<file path="src/rtl/ptg_pkg.sv">
package ptg_pkg;
    localparam int CW      = 12;
    localparam int HI_LSB  = 16;
    localparam int ADDR_W  = 3;
    localparam int PIN_N   = 3;

    typedef logic [CW-1:0] crd_t;

    typedef struct packed {
        crd_t act_w;
        crd_t act_h;
        crd_t h_tot;
        crd_t h_bp;
        crd_t v_tot;
        crd_t v_bp;
        crd_t h_sw;
        crd_t v_sw;
    } tcfg_t;

    typedef enum logic [ADDR_W-1:0] {
        RA_CTRL = 3'd0,
        RA_SIZE = 3'd1,
        RA_HTIM = 3'd2,
        RA_VTIM = 3'd3,
        RA_SYNC = 3'd4,
        RA_POL  = 3'd5,
        RA_TRI  = 3'd6,
        RA_IRQ  = 3'd7
    } raddr_e;
endpackage

</file>
<file path="src/rtl/ptg_regs.sv">
module ptg_regs
    import ptg_pkg::*;
#(
    parameter int DW = 32
) (
    input  logic              clk,
    input  logic              rst_n,
    input  logic              wr_en,
    input  logic [ADDR_W-1:0] addr,
    input  logic [DW-1:0]     wr_data,
    output logic [DW-1:0]     rd_data,
    input  logic              frame_end_i,
    input  logic              vbl_hit_i,
    output logic              run_o,
    output tcfg_t             cfg_o,
    output logic [1:0]        pol_o,
    output logic [PIN_N-1:0]  tri_o,
    output logic              irq_o
);
    typedef struct packed {
        logic [1:0]       ctrl;
        tcfg_t            stage;
        tcfg_t            act;
        logic [1:0]       pol;
        logic [PIN_N-1:0] trim;
        logic             irq_en;
        logic             vbl_st;
    } rstate_t;

    rstate_t s_d, s_q;
    crd_t    lo_d, hi_d;
    logic    clr_d;
    logic    run_q;
    logic    unused_wbits;

    assign lo_d         = wr_data[CW-1:0];
    assign hi_d         = wr_data[HI_LSB+CW-1:HI_LSB];
    assign unused_wbits = ^{wr_data[DW-1:HI_LSB+CW], wr_data[HI_LSB-1:CW]};
    assign run_q        = &s_q.ctrl;

    always_comb begin
        s_d   = s_q;
        clr_d = 1'b0;
        if (!run_q || frame_end_i) begin
            s_d.act = s_q.stage;
        end
        if (wr_en) begin
            case (raddr_e'(addr))
                RA_CTRL: s_d.ctrl = wr_data[1:0];
                RA_SIZE: begin s_d.stage.act_w = lo_d; s_d.stage.act_h = hi_d; end
                RA_HTIM: begin s_d.stage.h_tot = lo_d; s_d.stage.h_bp  = hi_d; end
                RA_VTIM: begin s_d.stage.v_tot = lo_d; s_d.stage.v_bp  = hi_d; end
                RA_SYNC: begin s_d.stage.h_sw  = lo_d; s_d.stage.v_sw  = hi_d; end
                RA_POL:  s_d.pol  = wr_data[1:0];
                RA_TRI:  s_d.trim = wr_data[PIN_N-1:0];
                RA_IRQ:  begin s_d.irq_en = wr_data[0]; clr_d = ~wr_data[1]; end
                default: ;
            endcase
        end
        s_d.vbl_st = (s_q.vbl_st & ~clr_d) | vbl_hit_i;
    end

    always_ff @(posedge clk) begin
        if (!rst_n) begin
            s_q <= '{ctrl: '0, stage: '0, act: '0, pol: '0,
                     trim: '1, irq_en: 1'b0, vbl_st: 1'b0};
        end else begin
            s_q <= s_d;
        end
    end

    always_comb begin
        rd_data = '0;
        case (raddr_e'(addr))
            RA_CTRL: rd_data[1:0] = s_q.ctrl;
            RA_SIZE: begin rd_data[CW-1:0] = s_q.stage.act_w; rd_data[HI_LSB+CW-1:HI_LSB] = s_q.stage.act_h; end
            RA_HTIM: begin rd_data[CW-1:0] = s_q.stage.h_tot; rd_data[HI_LSB+CW-1:HI_LSB] = s_q.stage.h_bp;  end
            RA_VTIM: begin rd_data[CW-1:0] = s_q.stage.v_tot; rd_data[HI_LSB+CW-1:HI_LSB] = s_q.stage.v_bp;  end
            RA_SYNC: begin rd_data[CW-1:0] = s_q.stage.h_sw;  rd_data[HI_LSB+CW-1:HI_LSB] = s_q.stage.v_sw;  end
            RA_POL:  rd_data[1:0] = s_q.pol;
            RA_TRI:  rd_data[PIN_N-1:0] = s_q.trim;
            RA_IRQ:  rd_data[1:0] = {s_q.vbl_st, s_q.irq_en};
            default: ;
        endcase
    end

    assign run_o = run_q;
    assign cfg_o = s_q.act;
    assign pol_o = s_q.pol;
    assign tri_o = s_q.trim;
    assign irq_o = s_q.vbl_st & s_q.irq_en;

    AST_STATUS_SETS: assert property (@(posedge clk) disable iff (!rst_n)
        vbl_hit_i |=> s_q.vbl_st);
    AST_STATUS_STICKY: assert property (@(posedge clk) disable iff (!rst_n)
        (s_q.vbl_st && !(wr_en && addr == RA_IRQ && !wr_data[1])) |=> s_q.vbl_st);
    AST_CFG_NO_TEAR: assert property (@(posedge clk) disable iff (!rst_n)
        (run_q && !frame_end_i) |=> $stable(s_q.act));
endmodule

</file>
<file path="src/rtl/ptg_scan.sv">
module ptg_scan
    import ptg_pkg::*;
(
    input  logic clk,
    input  logic rst_n,
    input  logic run_i,
    input  crd_t h_tot_i,
    input  crd_t v_tot_i,
    input  crd_t act_h_i,
    output crd_t x_o,
    output crd_t y_o,
    output logic frame_end_o,
    output logic vbl_hit_o
);
    typedef struct packed {
        crd_t x;
        crd_t y;
    } scan_t;

    scan_t c_d, c_q;
    logic  line_end;

    assign line_end = (c_q.x == h_tot_i - 1'b1);

    always_comb begin
        c_d = c_q;
        if (!run_i) begin
            c_d = '0;
        end else if (line_end) begin
            c_d.x = '0;
            c_d.y = (c_q.y == v_tot_i - 1'b1) ? '0 : c_q.y + 1'b1;
        end else begin
            c_d.x = c_q.x + 1'b1;
        end
    end

    always_ff @(posedge clk) begin
        if (!rst_n) begin
            c_q <= '0;
        end else begin
            c_q <= c_d;
        end
    end

    assign x_o         = c_q.x;
    assign y_o         = c_q.y;
    assign frame_end_o = run_i && line_end && (c_q.y == v_tot_i - 1'b1);
    assign vbl_hit_o   = run_i && (c_q.x == '0) && (c_q.y == act_h_i);

    AST_STOP_ZERO: assert property (@(posedge clk) disable iff (!rst_n)
        !run_i |=> (c_q.x == '0 && c_q.y == '0));
    AST_X_STEP: assert property (@(posedge clk) disable iff (!rst_n)
        (run_i && !line_end) |=> (c_q.x == $past(c_q.x) + 1'b1));
    AST_FRAME_WRAP: assert property (@(posedge clk) disable iff (!rst_n)
        frame_end_o |=> (c_q.x == '0 && c_q.y == '0));
endmodule

</file>
<file path="src/rtl/ptg_pins.sv">
module ptg_pins
    import ptg_pkg::*;
(
    input  logic             run_i,
    input  tcfg_t            cfg_i,
    input  crd_t             x_i,
    input  crd_t             y_i,
    input  logic [1:0]       pol_i,
    input  logic [PIN_N-1:0] tri_i,
    output logic             hsync_o,
    output logic             vsync_o,
    output logic             de_o,
    output logic [PIN_N-1:0] oe_o
);
    crd_t        hs_start, vs_start;
    logic [CW:0] hs_stop, vs_stop;
    logic        hs_act, vs_act;

    always_comb begin
        hs_start = cfg_i.h_tot - cfg_i.h_bp;
        vs_start = cfg_i.v_tot - cfg_i.v_bp;
        hs_stop  = {1'b0, hs_start} + {1'b0, cfg_i.h_sw};
        vs_stop  = {1'b0, vs_start} + {1'b0, cfg_i.v_sw};
        hs_act   = run_i && (x_i >= hs_start) && ({1'b0, x_i} < hs_stop);
        vs_act   = run_i && (y_i >= vs_start) && ({1'b0, y_i} < vs_stop);
        hsync_o  = hs_act ~^ pol_i[0];
        vsync_o  = vs_act ~^ pol_i[1];
        de_o     = run_i && (x_i < cfg_i.act_w) && (y_i < cfg_i.act_h);
        oe_o     = ~tri_i;
    end
endmodule

</file>
<file path="src/rtl/lcd_timing_gen.sv">
module lcd_timing_gen
    import ptg_pkg::*;
#(
    parameter int DW = 32
) (
    input  logic              clk,
    input  logic              rst_n,
    input  logic              reg_we,
    input  logic [ADDR_W-1:0] reg_addr,
    input  logic [DW-1:0]     reg_wdata,
    output logic [DW-1:0]     reg_rdata,
    output logic              hsync_o,
    output logic              vsync_o,
    output logic              de_o,
    output logic              hsync_oe,
    output logic              vsync_oe,
    output logic              de_oe,
    output logic [CW-1:0]     pix_x,
    output logic [CW-1:0]     pix_y,
    output logic              vblank_irq
);
    logic             run, frame_end, vbl_hit;
    tcfg_t            cfg;
    logic [1:0]       pol;
    logic [PIN_N-1:0] trim, oe;
    crd_t             x, y;

    ptg_regs #(.DW(DW)) u_regs (
        .clk(clk), .rst_n(rst_n), .wr_en(reg_we), .addr(reg_addr),
        .wr_data(reg_wdata), .rd_data(reg_rdata), .frame_end_i(frame_end),
        .vbl_hit_i(vbl_hit), .run_o(run), .cfg_o(cfg), .pol_o(pol),
        .tri_o(trim), .irq_o(vblank_irq)
    );

    ptg_scan u_scan (
        .clk(clk), .rst_n(rst_n), .run_i(run), .h_tot_i(cfg.h_tot),
        .v_tot_i(cfg.v_tot), .act_h_i(cfg.act_h), .x_o(x), .y_o(y),
        .frame_end_o(frame_end), .vbl_hit_o(vbl_hit)
    );

    ptg_pins u_pins (
        .run_i(run), .cfg_i(cfg), .x_i(x), .y_i(y), .pol_i(pol),
        .tri_i(trim), .hsync_o(hsync_o), .vsync_o(vsync_o), .de_o(de_o),
        .oe_o(oe)
    );

    assign hsync_oe = oe[0];
    assign vsync_oe = oe[1];
    assign de_oe    = oe[2];
    assign pix_x    = x;
    assign pix_y    = y;
endmodule

</file>
<file path="config.mk">
export PLATFORM = sky130hd
export DESIGN_NAME = lcd_timing_gen
export DESIGN_NICKNAME = d
export VERILOG_FILES = /design/src/rtl/ptg_pkg.sv /design/src/rtl/ptg_regs.sv /design/src/rtl/ptg_scan.sv /design/src/rtl/ptg_pins.sv /design/src/rtl/lcd_timing_gen.sv
export SDC_FILE = /design/constraint.sdc
export NUM_CORES = 1
export LEC_CHECK = 0
export BUFFER_PORTS_ARGS = -buffer_cell sky130_fd_sc_hd__buf_4
export CAP_MARGIN = 20
export CELL_PAD_IN_SITES_DETAIL_PLACEMENT = 1
export CELL_PAD_IN_SITES_GLOBAL_PLACEMENT = 2
export CORE_MARGIN = 2
export CORE_UTILIZATION = 34
export DETAILED_ROUTE_END_ITERATION = 8
export PLACE_DENSITY = 0.76
export SYNTH_ARGS = -nofsm -noshare
export SYNTH_HDL_FRONTEND = slang
export SYNTH_SLANG_ARGS = --single-unit
export TNS_END_PERCENT = 10
</file>
<file path="constraint.sdc">
create_clock -name clk -period 8.1 [get_ports clk]
set_input_delay 0.81 -clock clk [delete_from_list [all_inputs] [get_ports clk]]
set_output_delay 0.81 -clock clk [all_outputs]
set_load 0.02 [all_outputs]
</file>
# Word-level counts from Yosys, hierarchy flattened
# Index checks and enable logic that the tools add are counted.
[totals]
reg_bits = 225
in_bits = 38
output_inout_bits = 63
word_cells = 89
[op_classes]
add_sub_neg = 8
magnitude_cmp = 6
eq_ne = 10
muxes = 7
n_bitwise = 10
n_reduce_logical = 25
[ops]
columns = ["cell", "count"]
rows = [
  ["$pmux W12 S4", 1],
  ["$eq A12 B12 Y1", 3],
  ["$pmux W9 S4", 1],
  ["$add A12 B12 Y13", 2],
  ["$lt A12 B13 Y1", 2],
  ["$add A12 B1 Y12 const B", 2],
  ["$ge A12 B12 Y1", 2],
  ["$lt A12 B12 Y1", 2],
  ["$sub A12 B1 Y12 const B", 2],
  ["$sub A12 B12 Y12", 2],
  ["$reduce_and A2 Y1", 9],
  ["$pmux W2 S8", 1],
  ["$eq A3 B3 Y1 const B", 4],
  ["$logic_not A12 Y1", 1],
  ["$mux W12", 1],
  ["$logic_and A1 B1 Y1", 10],
  ["$eq A3 B2 Y1 const B", 2],
  ["$pmux W1 S5", 1],
  ["$not A1 Y1", 4],
  ["$eq A3 B1 Y1 const B", 1],
  ["$logic_not A3 Y1", 1],
  ["$not A3 Y3", 1],
  ["$reduce_and A3 Y1", 1],
  ["$reduce_or A3 Y1", 1],
  ["6 further kinds", 9],
]

# Longest topological paths before layout
# Gate-level depths: netlist of the first run.
[logic_depth]
depth_word = 6
mapped_depth = 26
ltp_nobuf = 25

# Hierarchy
# Synthesis of the first run repeated with hierarchy kept, for this count alone.
[unflattened]
hier_cells = 1924
area_unflattened_um2 = 15313.4
[modules_own_cells]
columns = ["mod", "n_inst", "cells_per_inst", "area_per_inst_um2", "seq_area_each_um2"]
rows = [
  ["ptg_regs", 1, 1118, 9280.2, 4023.9],
  ["ptg_pins", 1, 515, 3837.4, 0.0],
  ["ptg_scan", 1, 291, 2195.9, 480.5],
]

# Worst setup path after synthesis of the first run
# OpenSTA, ideal clock, no wires.
[synth_timing]
kind = "register -> output"
startpoint = "reg u_regs.s_q, in the netlist u_regs.cfg_o[60]"
endpoint = "out hsync_o"
arrival_ns = 4.677
required_ns = 7.290
setup_slack_ns = 2.613
stages_incl_launch_ff = 26
n_path_buf = 1
cell_sequence = "dfxtp_1 -> clkbuf_1 -> inv_1 -> ha_1 -> inv_1 -> fa_1 -> nand2_1 -> nand2_1 -> a21oi_1 -> o21bai_1 -> a21oi_1 -> o21ai_0 -> xor2_1 -> ha_1 -> and3_1 -> a21oi_1 -> o21ai_0 -> o41ai_1 -> xor2_1 -> ha_1 -> nand3_1 -> a2111oi_0 -> a21oi_1 -> a21oi_1 -> a21boi_0 -> xnor2_1"
[synth_via]
elab_chain_len = 5
elab_cells_between_ends = 7
cone_classes = "add/sub (2); order compare (2); bitwise (1); reduce/logical (2)"
[synth_lines]
columns = ["element", "line_no", "text"]
rows = [
  ["start: declaration", "ptg_regs.sv:30", "rstate_t s_d, s_q;"],
  ["start signal: assignment", "ptg_regs.sv:65", "s_q <= '{ctrl: '0, stage: '0, act: '0, pol: '0,"],
  ["$sub A12 B12 Y12 *", "ptg_pins.sv:20", "hs_start = cfg_i.h_tot - cfg_i.h_bp;"],
  ["$add A12 B12 Y13 or $ge A12 B12 Y1 (tied branches)", "ptg_pins.sv:22, ptg_pins.sv:24", ""],
  ["$lt A12 B13 Y1 or $logic_and A1 B1 Y1 (tied branches)", "ptg_pins.sv:24", "hs_act = run_i && (x_i >= hs_start) && ({1'b0, x_i} < hs_stop);"],
  ["$logic_and A1 B1 Y1 *", "ptg_pins.sv:24", ""],
  ["$xnor A1 B1 Y1 *", "ptg_pins.sv:26", "hsync_o = hs_act ~^ pol_i[0];"],
  ["end: declaration", "lcd_timing_gen.sv:12", "output logic hsync_o,"],
]
# Every way passes the cells marked *; elsewhere a longest branch is shown, timed or not.

# Worst setup path after layout of the first run
# Same ends and word-level chain as after synthesis.

==> results of run 1 <==
==> worst max-delay path, cell delays in order (launching register included) <==
cell	delay, ps
dfxtp_1	390
inv_1	110
ha_1	170
inv_1	50
fa_1	400
nand2_1	80
nand2_1	60
a21oi_1	240
o21bai_1	90
a21oi_1	290
o21ai_0	280
xor2_1	220
ha_1	390
and3_1	190
a21oi_1	120
o21ai_0	150
o41ai_1	370
xor2_1	190
ha_1	260
a21oi_1	130
nor2_1	50
a21oi_1	130
a21oi_1	60
a21boi_0	860
xnor2_1	220
buf_4	180
==> final cells by class <==
class                      count  area share, %
sequential                   225           27.7
timing repair buffer         100           4.66
tap                          539           4.15
clock buffer                  34           4.71
clock inverter                17           1.32
inverter                      97           2.24
multi-input combinational   1342           55.2
==> state kept, by name, summed over array words and instances (netlist names) <==
| register | flops |
|---|---|
| u_regs.pol_o | 2 |
| u_scan.y_o | 12 |
| u_regs.tri_o | 3 |
| u_scan.x_o | 12 |
| u_regs.cfg_o | 96 |
| u_regs.s_q | 100 |
==> synthesized netlist by cell type (all sizes together), types with 5 or more instances <==
master     n  area share (%)
nand2    434              11
dfxtp    225              32
ha       122              11
mux2i    108             7.6
a21boi    99             5.2
inv       97             2.6
clkbuf    79             2.1
nor2      64             1.7
a21oi     54             1.9
xor2      46             2.8
o21ai     43             1.5
nand3     34             1.2
xnor2     29             1.8
a221o     23             1.6
buf       22             1.2
nor3      22            0.81
a21o      21             1.1
a22o      21             1.3
nor2b     19            0.83
nand4     16            0.75
nand2b    15            0.66
and3      14            0.61
and2      13            0.57
nor4       9            0.54
o21a       9            0.47
or2        9            0.40
o2111ai    8            0.49
a211oi     7            0.37
nor3b      6            0.32
o41ai      6            0.37
a2111oi    5            0.44
a31oi      5            0.22
o31ai      5            0.26
or4b       5            0.38
==> logic make-up after synthesis <==
kind of cell,count (synthesis),synth area share (%)
compound gates,345,17.6
xor+xnor,75,4.61
fa+ha+maj,126,11.3
buf+inv,198,5.86
flops,225,31.6
mux,108,7.59
other cells,1,0.0263
simple gates,680,21.4
==> routing by layer <==
metal  share of wire [%]  vias up  GRT usage [%]
met1                  49     6075           30.7
met5                   0        -              0
met2                  45      203           35.5
li1                    -     6128              -
met3                 3.5       60           2.66
met4                 2.7        0           6.13
==> power by group <==
part / internal, mW / switching, mW
logic: 0.113 / 0.177
clock network: 0.803 / 0.533
registers: 1.12 / 0.0169
total: 2.04 / 0.727
==> through the flow <==
stage	instance area, sq um	power (mW)	hold slack (ps)	setup WS (ps)	instances
2_1_floorplan	14300	1.36	438	2610	1765
3_3_place_gp	15300	1.45	446	1840	2303
3_5_place_dp	15300	1.46	454	1770	2303
4_1_cts	16200	2.79	462	1140	2354
5_1_grt	16200	2.89	480	566	2354
6_report	16200	2.77	461	1060	2354
==> cell usage in the layout (no fill, tap or decap), types with 21 or more instances in the layout <==
cell,synthesis,layout
nand2_1,434,434
inv_1,97,97
ha_1,122,122
xor2_1,46,46
a221o_1,23,23
nor2_1,64,63
a21boi_0,99,99
clkbuf_16,0,29
a21oi_1,54,54
a22o_1,21,21
xnor2_1,29,29
mux2i_1,108,108
o21ai_0,43,43
dfxtp_1,225,225
a21o_1,21,21
nand3_1,33,33
buf_4,8,99
==> worst paths after layout <==
path / to / cells after the start / slack (ps) / from
setup / recovery: hsync_o / 25 / 1060 / u_regs.cfg_o[60]
hold / removal: u_regs.cfg_o[28] / 2 / 460 / u_regs.cfg_o[28]
hold reg to reg: u_regs.cfg_o[28] / 2 / 460 / u_regs.cfg_o[28]
setup reg to reg: u_regs.cfg_o[46] / 9 / 3560 / u_regs.cfg_o[37]
==> flow_summary.json, run 1 <==
{
  "outcome": "finished, final reports clean",
  "drtPass1Iterations": 5,
  "chipWidth_microns": 209,
  "ys_types": 75,
  "utilization_pct": 39.0,
  "wl_per_cell_microns": 20.4,
  "synth_flop_cell": "dfxtp_1",
  "clk_pin_slew_worst_paths_ps": 60,
  "cts_inserted_buffers": 28,
  "wirelength_mm": 48.0,
  "placement_rows": 75,
  "die_y_microns": 209,
  "ctsHoldBuffers": 0,
  "synth_cells": 1758,
  "min_period_ps": 7040,
  "viasPerCell": 5.30,
  "dp_hpwl_mm": 35.2,
  "nets": 1958,
  "yosysSeqAreaShare_pct": 31.6,
  "tightest_slew_ps": 1090,
  "grt.total_usage_pct": 21.9,
  "antenna_left": 0,
  "pin_count": 101,
  "setup_tns_ps": 0,
  "worst_ep_required_time_ps": 7290,
  "path_max_fanout": 7,
  "fmax_mhz": 142,
  "vdd_drop_max_uv": 145,
  "syn-cell-area_sq_um": 14300,
  "drc": 0,
  "hold_class": "flop to flop",
  "design.core.area_sq_um": 41700,
  "cp_data_arrival_time_ps": 6230,
  "avgSynthCellArea_sq_um": 8.11,
  "synth_seq_cells": 225,
  "n_fill_cell": 5050,
  "drt-initial-drc-count": 592,
  "clock_skew_ps": 11.9,
  "ctsResizeCount": 0,
  "cts-htree-levels": 1,
  "grt_max_degree": 104,
  "ys_async_sr_fraction_pct": 0,
  "gp_congestion": 0.795,
  "portBuffers": 84,
  "rsz0062_at_grt": "false",
  "drive_gt1_share_pct": 9.81,
  "cts_tree": "yes",
  "relSlewSlack_pct": 26.6,
  "antenna_cells": 0,
  "worst_setup_path_start_kind": "flop",
  "yosys_warnings": 0,
  "end_kind": "output port",
  "area_delta_synth_final_pct": 13.9,
  "grt_pass1_vias": 12800,
  "finalCritPeriodShare_pct": 86.9,
  "clockBufferDepth": 3,
  "worstSkewPairLatency_ps": 560,
  "cts_root_buf": "clkbuf_16",
  "seq_area_sq_um": 4500,
  "post-cts-setup-buffers": 0,
  "hold_violations": 0,
  "cts_num_sinks": 225,
  "antenna_found_initial": 1,
  "power.leakage_nw": 6.16,
  "maxCapViolations": 0,
  "grt_pass1_wl_mm": 74.5,
  "synth_edf_count": 0,
  "start_util_pct": 34.2,
  "slew_viol_final": 0,
  "critPathKind": "flop to output port",
  "dr_total_vias": 12500,
  "multi_input_area_sq_um": 8960,
  "powerDensity_nw_per_um2": 170,
  "dieArea_sq_um": 43600,
  "setup_viol": 0,
  "grt_remaining_overflow": 0
}
(Power assumes the default switching activity.)
==> inputs of run 2 (changes only) <==
CORE_ASPECT_RATIO = 2   (was default)
==> run 2 against run 1 <==
Net effect:
- die area increased by 0.23%
- clock skew about the same
- sequential cell count unchanged
- via count unchanged
- non-clock buffer count decreased by 1
- cell count decreased by 0.59%
- fmax increased by 3.1%
- largest cell class unchanged
==> flow_summary.json, run 2 (synthesized netlist as in run 1, its figures left out) <==
{
  "p_comb_share_pct": 11.6,
  "tightest_slew_ps": 965,
  "cp_slowest_cell": "fa_1",
  "chipWidth_microns": 149,
  "setup_tns_ps": 0,
  "finalPower_mw": 2.55,
  "end_kind": "output port",
  "dr_total_vias": 12500,
  "final_cells": 2340,
  "pin_count": 101,
  "worst_ep_required_time_ps": 7290,
  "worst_setup_path_start_kind": "flop",
  "setup_viol": 0,
  "grt_pass1_vias": 13000,
  "intPower_mw": 1.89,
  "wirelength_mm": 48.7,
  "design.core.area_sq_um": 41600,
  "largest_reg_flops": 100,
  "cts-htree-levels": 1,
  "gp_congestion": 0.807,
  "cts_tree": "yes",
  "grt_max_degree": 124,
  "powerDensity_nw_per_um2": 159,
  "worstSkewPairLatency_ps": 530,
  "place_inst": 2302,
  "clockPowerShare_pct": 43.8,
  "drt-initial-drc-count": 563,
  "switching_share_pct": 26.0,
  "dieArea_sq_um": 43700,
  "post-cts-setup-buffers": 0,
  "clk_pin_slew_worst_paths_ps": 60,
  "critPathKind": "flop to output port",
  "clock_skew_ps": 12.1,
  "placement_rows": 106,
  "drc": 0,
  "wl_per_cell_microns": 20.8,
  "fmax_mhz": 147,
  "cts_root_buf": "clkbuf_16",
  "finalCritPeriodShare_pct": 84.3,
  "power.leakage_nw": 6.07,
  "grt_pass1_wl_mm": 74.6,
  "p_sw_uw": 664,
  "power_frac_seq_pct": 44.6,
  "rsz0062_at_grt": "false",
  "ctsHoldBuffers": 0,
  "clockBufferDepth": 3,
  "relSlewSlack_pct": 35.6,
  "path_max_fanout": 7,
  "portBuffers": 84,
  "ctsResizeCount": 0,
  "outcome": "finished, final reports clean",
  "viasPerCell": 5.33,
  "antenna_left": 0,
  "n_fill_cell": 5076,
  "antenna_found_initial": 0,
  "nets": 1952,
  "area_delta_synth_final_pct": 12.6,
  "final_common_cell": "nand2_1",
  "start_util_pct": 34.2,
  "dp_hpwl_mm": 36.9,
  "cts_num_sinks": 225,
  "min_period_ps": 6830,
  "top_register": "u_regs.s_q",
  "crit_top_cell": "a21oi_1",
  "drtPass1Iterations": 5,
  "hold_violations": 0,
  "maxCapViolations": 0,
  "grt.total_usage_pct": 22.2,
  "vdd_drop_max_uv": 180,
  "drive_gt1_share_pct": 9.00,
  "hold_class": "flop to flop",
  "cp_slowest_stage_delay_ps": 410,
  "grt_remaining_overflow": 0,
  "slew_viol_final": 0,
  "die_y_microns": 294,
  "cts_inserted_buffers": 23,
  "cp_data_arrival_time_ps": 6020,
  "antenna_cells": 0,
  "mostFrequentLayoutCells": "nand2_1 (434), dfxtp_1 (225), ha_1 (122)"
}
run 2: area by class of cell:
type | instances | area (sq um) | share of cell area [%]
well taps | 540 | 676 | 4.21
flip-flops and latches | 225 | 4500 | 28.1
multi-input cells | 1342 | 8950 | 55.8
inverters | 97 | 364 | 2.27
clock buffers | 31 | 646 | 4.02
repair buffers | 99 | 797 | 4.97
clock inverters | 6 | 108 | 0.671
run 2: through the flow:
step | cell area (sq um) | worst slack [ps] | util [%] | hold slack, ps
2_1_floorplan | 14300 | 2610 | - | 438
3_3_place_gp | 15200 | 1890 | 36.6 | 447
3_5_place_dp | 15300 | 1840 | 36.7 | 455
4_1_cts | 16000 | 1240 | 38.5 | 465
5_1_grt | 16000 | 964 | 38.5 | 483
6_report | 16000 | 1270 | 38.5 | 462
run 2: power groups by stage:
stage	Sequential [mW]	Clock, mW	Combinational [mW]
finish	1.14	1.12	0.295
global route	1.14	1.19	0.329
CTS	1.14	1.15	0.300
detailed placement	1.16	0	0.298
global placement	1.16	0	0.288
floorplan	1.16	0	0.207
run 2: worst paths after layout:
kind                            slack [ps]          endpoint              from  cells after the start
worst max register to register        3370  u_regs.cfg_o[84]  u_regs.cfg_o[37]                      9
worst min register to register         460  u_regs.cfg_o[26]  u_regs.cfg_o[26]                      2
worst max-delay path                  1270           hsync_o  u_regs.cfg_o[60]                     25
worst min-delay path                   460  u_regs.cfg_o[26]  u_regs.cfg_o[26]                      2
run 2: layer usage:
layer / GRT usage (%) / wire [microns]
met1: 25.5 / 19900
met2: 41.8 / 25700
met3: 2.44 / 1470
met4: 7.80 / 1660
met5: 0 / 0
run 2: critical path: cells and delay by family, from the launching register on:
family	cells	cell delay, ps
flops	1	390
buf+inv	3	350
xor+xnor	3	590
simple gates	4	400
compound gates	11	2430
fa+ha+maj	4	1290
